[src/rtl/dac_rx_pkg.sv]
package dac_rx_pkg;
    localparam int WORD_W = 18;
    typedef logic [WORD_W-1:0] word_t;

    // synchronized pin bundle
    typedef struct packed {
        logic lat;
        logic sdata;
        logic bclk;
    } pins_t;

    localparam int PINS_W = $bits(pins_t);

    // phase of the latch strobe as seen by the width monitor
    typedef enum logic [1:0] {
        PH_LOW_OK   = 2'd0,
        PH_LOW_WAIT = 2'd1,
        PH_HIGH_WAIT= 2'd2,
        PH_HIGH_OK  = 2'd3
    } lat_phase_e;

    function automatic word_t to_offset_bin(word_t w);
        word_t r;
        r = w;
        r[WORD_W-1] = ~w[WORD_W-1];
        return r;
    endfunction
endpackage

[src/rtl/dac_rx_sync.sv]
module dac_rx_sync #(
    parameter int N      = 3,
    parameter int STAGES = 2
) (
    input  logic         clk,
    input  logic         rst,
    input  logic [N-1:0] din,
    output logic [N-1:0] lvl,
    output logic [N-1:0] rise,
    output logic [N-1:0] fall
);
    logic [N-1:0] stage [STAGES];
    logic [N-1:0] prev;

    genvar g;
    generate
        for (g = 0; g < STAGES; g++) begin : g_stage
            always_ff @(posedge clk) begin
                if (rst) stage[g] <= '0;
                else if (g == 0) stage[g] <= din;
                else stage[g] <= stage[(g == 0) ? 0 : g-1];
            end
        end
    endgenerate

    always_ff @(posedge clk) begin
        if (rst) prev <= '0;
        else     prev <= stage[STAGES-1];
    end

    assign lvl  = stage[STAGES-1];
    assign rise = stage[STAGES-1] & ~prev;
    assign fall = ~stage[STAGES-1] & prev;
endmodule

[src/rtl/dac_rx_shift.sv]
module dac_rx_shift
    import dac_rx_pkg::*;
(
    input  logic  clk,
    input  logic  rst,
    input  logic  shift_en,
    input  logic  din,
    output word_t sh
);
    always_ff @(posedge clk) begin
        if (rst)           sh <= '0;
        else if (shift_en) sh <= {sh[WORD_W-2:0], din};
    end
endmodule

[src/rtl/dac_rx_guard.sv]
module dac_rx_guard
    import dac_rx_pkg::*;
(
    input  logic clk,
    input  logic rst,
    input  logic bclk_rise,
    input  logic lat_rise,
    input  logic lat_fall,
    output logic commit,
    output logic viol
);
    lat_phase_e ph, ph_n;

    always_comb begin
        ph_n   = ph;
        commit = 1'b0;
        viol   = 1'b0;
        unique case (ph)
            PH_LOW_OK: begin
                if (lat_rise) ph_n = PH_HIGH_WAIT;
            end
            PH_LOW_WAIT: begin
                if (lat_rise) begin
                    viol = 1'b1;
                    ph_n = PH_HIGH_WAIT;
                end else if (bclk_rise) begin
                    ph_n = PH_LOW_OK;
                end
            end
            PH_HIGH_WAIT: begin
                if (lat_fall) begin
                    viol = 1'b1;
                    ph_n = PH_LOW_WAIT;
                end else if (bclk_rise) begin
                    ph_n = PH_HIGH_OK;
                end
            end
            PH_HIGH_OK: begin
                if (lat_fall) begin
                    commit = 1'b1;
                    ph_n   = PH_LOW_WAIT;
                end
            end
            default: ph_n = PH_LOW_OK;
        endcase
    end

    always_ff @(posedge clk) begin
        if (rst) ph <= PH_LOW_OK;
        else     ph <= ph_n;
    end

    assert_commit_viol_excl_R6: assert property (@(posedge clk) disable iff (rst)
        !(commit && viol));
endmodule

[src/rtl/serial_dac_rx.sv]
module serial_dac_rx
    import dac_rx_pkg::*;
(
    input  logic              clk,
    input  logic              rst,
    input  logic              bclk_i,
    input  logic              sdata_i,
    input  logic              lat_i,
    output logic [WORD_W-1:0] word_o,
    output logic [WORD_W-1:0] word_ob_o,
    output logic              upd_o,
    output logic              err_o
);
    pins_t raw, lvl, rise, fall;
    word_t sh, word_q;
    logic  commit, viol, upd_q, err_q;

    assign raw = '{lat: lat_i, sdata: sdata_i, bclk: bclk_i};

    dac_rx_sync #(.N(PINS_W), .STAGES(2)) u_sync (
        .clk (clk), .rst (rst), .din (raw),
        .lvl (lvl), .rise (rise), .fall (fall)
    );

    dac_rx_shift u_shift (
        .clk (clk), .rst (rst), .shift_en (rise.bclk),
        .din (lvl.sdata), .sh (sh)
    );

    dac_rx_guard u_guard (
        .clk (clk), .rst (rst), .bclk_rise (rise.bclk),
        .lat_rise (rise.lat), .lat_fall (fall.lat),
        .commit (commit), .viol (viol)
    );

    always_ff @(posedge clk) begin
        if (rst) begin
            word_q <= '0;
            upd_q  <= 1'b0;
            err_q  <= 1'b0;
        end else begin
            upd_q <= commit;
            if (commit) word_q <= sh;
            if (viol)   err_q  <= 1'b1;
        end
    end

    assign word_o    = word_q;
    assign word_ob_o = to_offset_bin(word_q);
    assign upd_o     = upd_q;
    assign err_o     = err_q;

    assert_strobe_pulse_R5: assert property (@(posedge clk) disable iff (rst)
        upd_q |=> !upd_q);
    assert_word_moves_with_strobe_R3: assert property (@(posedge clk) disable iff (rst)
        (word_q != $past(word_q)) |-> upd_q);
    assert_err_sticky_R8: assert property (@(posedge clk) disable iff (rst)
        err_q |=> err_q);
    assert_viol_no_strobe_R6: assert property (@(posedge clk) disable iff (rst)
        viol |=> !upd_q);
endmodule

[config.mk]
export PLATFORM = sky130hd
export DESIGN_NAME = serial_dac_rx
export DESIGN_NICKNAME = d
export VERILOG_FILES = /design/src/rtl/dac_rx_pkg.sv /design/src/rtl/dac_rx_sync.sv /design/src/rtl/dac_rx_shift.sv /design/src/rtl/dac_rx_guard.sv /design/src/rtl/serial_dac_rx.sv
export SDC_FILE = /design/constraint.sdc
export NUM_CORES = 1
export LEC_CHECK = 0
export BUFFER_PORTS_ARGS = -buffer_cell sky130_fd_sc_hd__buf_2
export CORE_MARGIN = 5
export CORE_UTILIZATION = 40
export CTS_CLUSTER_SIZE = 16
export DETAILED_ROUTE_END_ITERATION = 8
export SETUP_SLACK_MARGIN = 0.1
export SLEW_MARGIN = 20
export SYNTH_ARGS = -nofsm -noshare
export SYNTH_HDL_FRONTEND = slang
export SYNTH_HIERARCHICAL = 1
export SYNTH_SLANG_ARGS = --single-unit
export TNS_END_PERCENT = 1
[constraint.sdc]
create_clock -name clk -period 1.7 [get_ports clk]
set_input_delay 0.34 -clock clk [delete_from_list [all_inputs] [get_ports clk]]
set_output_delay 0.34 -clock clk [all_outputs]
set_load 0.1 [all_outputs]
=== Word level (Yosys, flattened, before mapping) ===
Memories as Yosys holds them, arrays and structs flattened.
Index checks and enable logic that the tools add are counted.

* Bits in registers: 43
* Memory bits (writable): 6
* Input bits: 5
* Output and inout port bits: 38
* Logic and storage cells: 39
* Memories kept: 1

* Equality and inequality tests: 7
* Multiplexer cells: 16
* Bitwise gates (word level): 7
* Reductions and logical operators: 2

{| class="wikitable"
|+ Memories
! memory !! words !! bits a word !! read ports !! clocked after memory_dff !! write ports !! line !! RTL
|-
| u_sync.stage || 2 || 3 || 2 || 0 || 2 || dac_rx_sync.sv:12 || <nowiki>logic [N-1:0] stage [STAGES];</nowiki>
|}

{| class="wikitable"
|+ Operators with widths
! operator !! count
|-
| 2-bit 2-to-1 mux || 6
|-
| 2-bit case mux with 4 select lines || 1
|-
| 3-bit bitwise AND || 2
|-
| 1-bit 2-to-1 mux || 6
|-
| 3-bit 2-to-1 mux || 2
|-
| 3-bit inequality test, second input constant || 2
|-
| 3-bit inverter || 2
|-
| 2-bit == test, second input constant || 2
|-
| 2-bit inequality test, second input constant || 2
|-
| 4-bit AND reduction || 1
|-
| 2-bit by 1-bit == test with 1-bit output, second input constant || 1
|-
| 2-bit logical NOT || 1
|-
| 1-bit OR || 2
|-
| 1-bit case mux with 2 select lines || 1
|-
| 1-bit inverter || 1
|}

=== Logic depth before layout (Yosys ltp) ===
* Word-level depth: 5
* Mapped depth: 6
* Mapped depth without buffers: 6

=== By module ===
The synthesis kept the hierarchy.

{| class="wikitable"
|+ By module, submodules not included
! module !! instances !! cells an instance !! area an instance (µm²) !! sequential area each (µm²)
|-
| serial_dac_rx || 1 || 81 || 832.0 || 400.4
|-
| dac_rx_shift || 1 || 58 || 649.4 || 360.3
|-
| dac_rx_sync || 1 || 24 || 274.0 || 180.2
|-
| dac_rx_guard || 1 || 27 || 232.7 || 40.0
|}

=== Worst setup path after synthesis ===
Ideal clock, no wire load.

* Kind: reg-to-output
* From: register word_q[17] (netlist: word_o[17])
* To: output word_ob_o[17]
* Arrival: 1.632 ns
* Data required time: 1.360 ns
* Setup slack: -0.272 ns
* Cell stages (with the launch flop): 2
* Buffers on the path: 0
* Cell sequence: dfxtp_1 > inv_1

* Cells in the longest elaborated chain, start to end: 1

{| class="wikitable"
|+ RTL lines
! element !! line !! RTL
|-
| start, declared || serial_dac_rx.sv:15 || <nowiki>word_t sh, word_q;</nowiki>
|-
| start signal, assigned || serial_dac_rx.sv:43 || <nowiki>if (commit) word_q <= sh;</nowiki>
|-
| 1-bit inverter || dac_rx_pkg.sv:25 || <nowiki>r[WORD_W-1] = ~w[WORD_W-1];</nowiki>
|-
| end, declared || serial_dac_rx.sv:10 || <nowiki>output logic [WORD_W-1:0] word_ob_o,</nowiki>
|}

Every way passes these cells.

=== Worst setup path after layout ===
* From: register u_guard.ph[0]
* To: register u_guard.ph[1]

* Cells in the longest elaborated chain, start to end: 3
* Elaborated cells between the ends (all ways): 10
* Those cells by class: eq/ne (7); mux (1); reduce/logical (2)

{| class="wikitable"
|+ RTL lines
! element !! line !! RTL
|-
| start, declared || dac_rx_guard.sv:12 || <nowiki>lat_phase_e ph, ph_n;</nowiki>
|-
| start signal, assigned || dac_rx_guard.sv:50 || <nowiki>else ph <= ph_n;</nowiki>
|-
| 2-bit == test (tied with other cells) || dac_rx_guard.sv:18 || <nowiki>unique case (ph)</nowiki>
|-
| 3-bit inequality test (no source line) or 2-bit inequality test (tied branches) || -- ||
|-
| 4-bit AND reduction (no source line) || -- ||
|}

Parallel ways exist; a longest one is shown, timed or not.
A chain may end at the register's enable or synchronous reset.

==> summary.txt <==
Worst setup path
  • Worst reg2reg startpoint: u_guard/ph[0]
  • Crit end category: flip-flop
  • Crit-path max FO: 4
  • Setup slack, reg-to-reg: 0.17 ns
  • FF-to-FF End: u_guard/ph[1]
  • Required time worst endpoint: 1.88 ns
  • Worst r2r path cells: 6
  • CP arrival: 1.71 ns
  • Setup CP Type: reg2reg
  • Startpoint Class: flip-flop

Floorplanning
  • Row count: 25
  • Die ar.: 6350 um^2
  • Die width: 79.7 um
  • I/O pin count: 43
  • Height of the chip: 79.7 um
  • Core area: 4720 um^2
  • Initial Util: 0.411

Global routing
  • Initial antenna violation count: 0
  • Gr usage total: 0.105
  • Number of global-route vias before repair: 1235
  • First-pass GRT wire length: 5320 um
  • Largest net degree at the start of global routing: 30
  • Grt ovf: 0

Routing
  • WL final: 3020 um
  • Drt drc: 0
  • 1st-iter DRT viols: 81
  • Routed via count: 1215
  • 1st-pass router iterations: 4
  • DR WL/cell: 10.8 um
  • Avg Vias per Cell: 4.32
  • Remaining antenna violation count: 0

Power and ir drop
  • Power per standard cell area: 960 nW/um^2
  • Leak: 0.000921 uW
  • Max rail drop VDD: 0.459 mV

Outcome
  • Status: finished, final reports clean

Cells and area
  • Layout overhead on the synthesized area: 12.8%
  • FILL cells: 460
  • Post-route cell area: 2190 um^2
  • Antenna diode count: 0
  • Multi-input gate area: 758 um^2
  • Fin util: 0.464
  • Fraction of layout cells with a size suffix above 1: 0.285
  • FF/Latch Area: 965 um^2
  • Nets@finish: 224

Job
  • Max-cap viol count: 0

Worst hold path
  • Hold endpoint: u_sync/stage[0][0]
  • Hold Crit Class: in2reg
  • Worst Hold Depth: 2
  • Worst Min Path Start: bclk_i

Timing
  • Fin crit share: 0.902
  • Worst-Margin Slew: 0.490 ns
  • Fin. Hold Viols: 0
  • Slew margin rel.: 0.675
  • Final hold slack: 0.254 ns
  • Min Tclk post-route: 1.53 ns
  • Achievable Freq: 0.652 GHz
  • Fin Clk Skew: 0.00958 ns
  • RSZ-0062 raised after global routing: true
  • Final setup viols: 0
  • Final Slew Violations: 0

Clock tree
  • Sink Count: 48
  • CTS tree: yes
  • CTS Root Cell: clkbuf_8
  • Deepest clock path buffer count: 2
  • Post_cts resized: 0
  • CTS Buf Count: 5
  • Setup bufs post-CTS: 0
  • Hold buffers post-CTS: 0
  • Clk_lat worst skew: 0.29 ns
  • Clock-pin slew on the worst setup and hold paths: 0.08 ns
  • H-tree Lvls: 2

Placed design
  • Post-DP HPWL: 2050 um
  • Gpl congestion: 0.725
  • I/O Buffers: 42
  • Dpl cell area: 2090 um^2

Logic synthesis
  • Synth Instances: 185
  • Syn nets: 196
  • Warnings, synthesis: 6
  • Post-Syn Area per Cell: 10.5 um^2
  • Mapped Area: 1940 um^2
## layout make-up
type                       instances  share of cell area
sequential                        48               0.440
multi-input combinational        106               0.346
timing repair buffer              46               0.121
clock buffer                       7              0.0394
tap                               67              0.0382
inverter                           6              0.0120
clock inverter                     1             0.00342
## where the power goes
group	leakage [uW]	internal, uW	switching, uW	total, uW
Sequential	0.000390	1150	20.4	1170
Clock	0.0000445	331	351	681
Combinational	0.000486	111	143	253
Total	0.000921	1590	514	2100
## cells in the final DEF (no fill, tap or decap)
| cell | n |
|---|---|
| a22oi_4 | 1 |
| ha_1 | 6 |
| dfxtp_1 | 45 |
| buf_4 | 2 |
| clkinvlp_4 | 2 |
| dfxtp_2 | 3 |
| nor2b_2 | 1 |
| a22oi_1 | 1 |
| a311oi_1 | 2 |
| buf_2 | 42 |
| clkbuf_1 | 1 |
| buf_12 | 2 |
| mux2i_1 | 36 |
| and2_1 | 1 |
| nor2b_1 | 14 |
| clkbuf_8 | 6 |
| nor2_1 | 40 |
| a21oi_1 | 2 |
| inv_2 | 1 |
| o21ai_0 | 1 |
| inv_1 | 4 |
| o21ai_2 | 1 |
## worst max-delay path: stages (launching register included)
cell	delay [ns]
dfxtp_1	0.39
inv_1	0.11
ha_1	0.20
nor2b_1	0.15
o21ai_2	0.19
a21oi_1	0.10
a311oi_1	0.29
## sequential cells by signal, summed over array words and instances (netlist names)
register and count:
u_guard/ph 2, upd_o 1, word_o 18, u_sync/stage 6
u_shift/sh 18, u_sync/prev 2, err_o 1
## layer usage
metal,vias to the layer above,global-route usage,routed length (um)
met5,-,0,0
met4,0,0.0412,35
met3,5,0.0339,164
met2,25,0.179,1460
met1,548,0.120,1370
li1,637,-,-
## per-stage QoR
step / instances / TNS (ns) / power [uW] / setup WS [ns]
2_1_floorplan: 185 / -0.203 / 1390 / -0.0127
6_report: 281 / 0 / 2100 / 0.166
5_1_grt: 281 / 0 / 2220 / 0.0764
3_5_place_dp: 273 / 0 / 1440 / 0.214
4_1_cts: 281 / 0 / 2130 / 0.138
3_3_place_gp: 273 / 0 / 1440 / 0.277
## how the worst max path moves through the flow
stage	cells past startpoint	startpoint	end	slack [ns]
detailed placement	6	u_guard/ph[1]	u_guard/ph[1]	0.21
global placement	6	u_guard/ph[1]	u_guard/ph[0]	0.28
finish	6	u_guard/ph[0]	u_guard/ph[1]	0.17
global route	6	u_guard/ph[0]	u_guard/ph[0]	0.08
CTS	6	u_guard/ph[1]	u_guard/ph[1]	0.14
floorplan	1	word_o[10]	word_ob_o[10]	-0.01
Power figures use the tool's default switching activity.
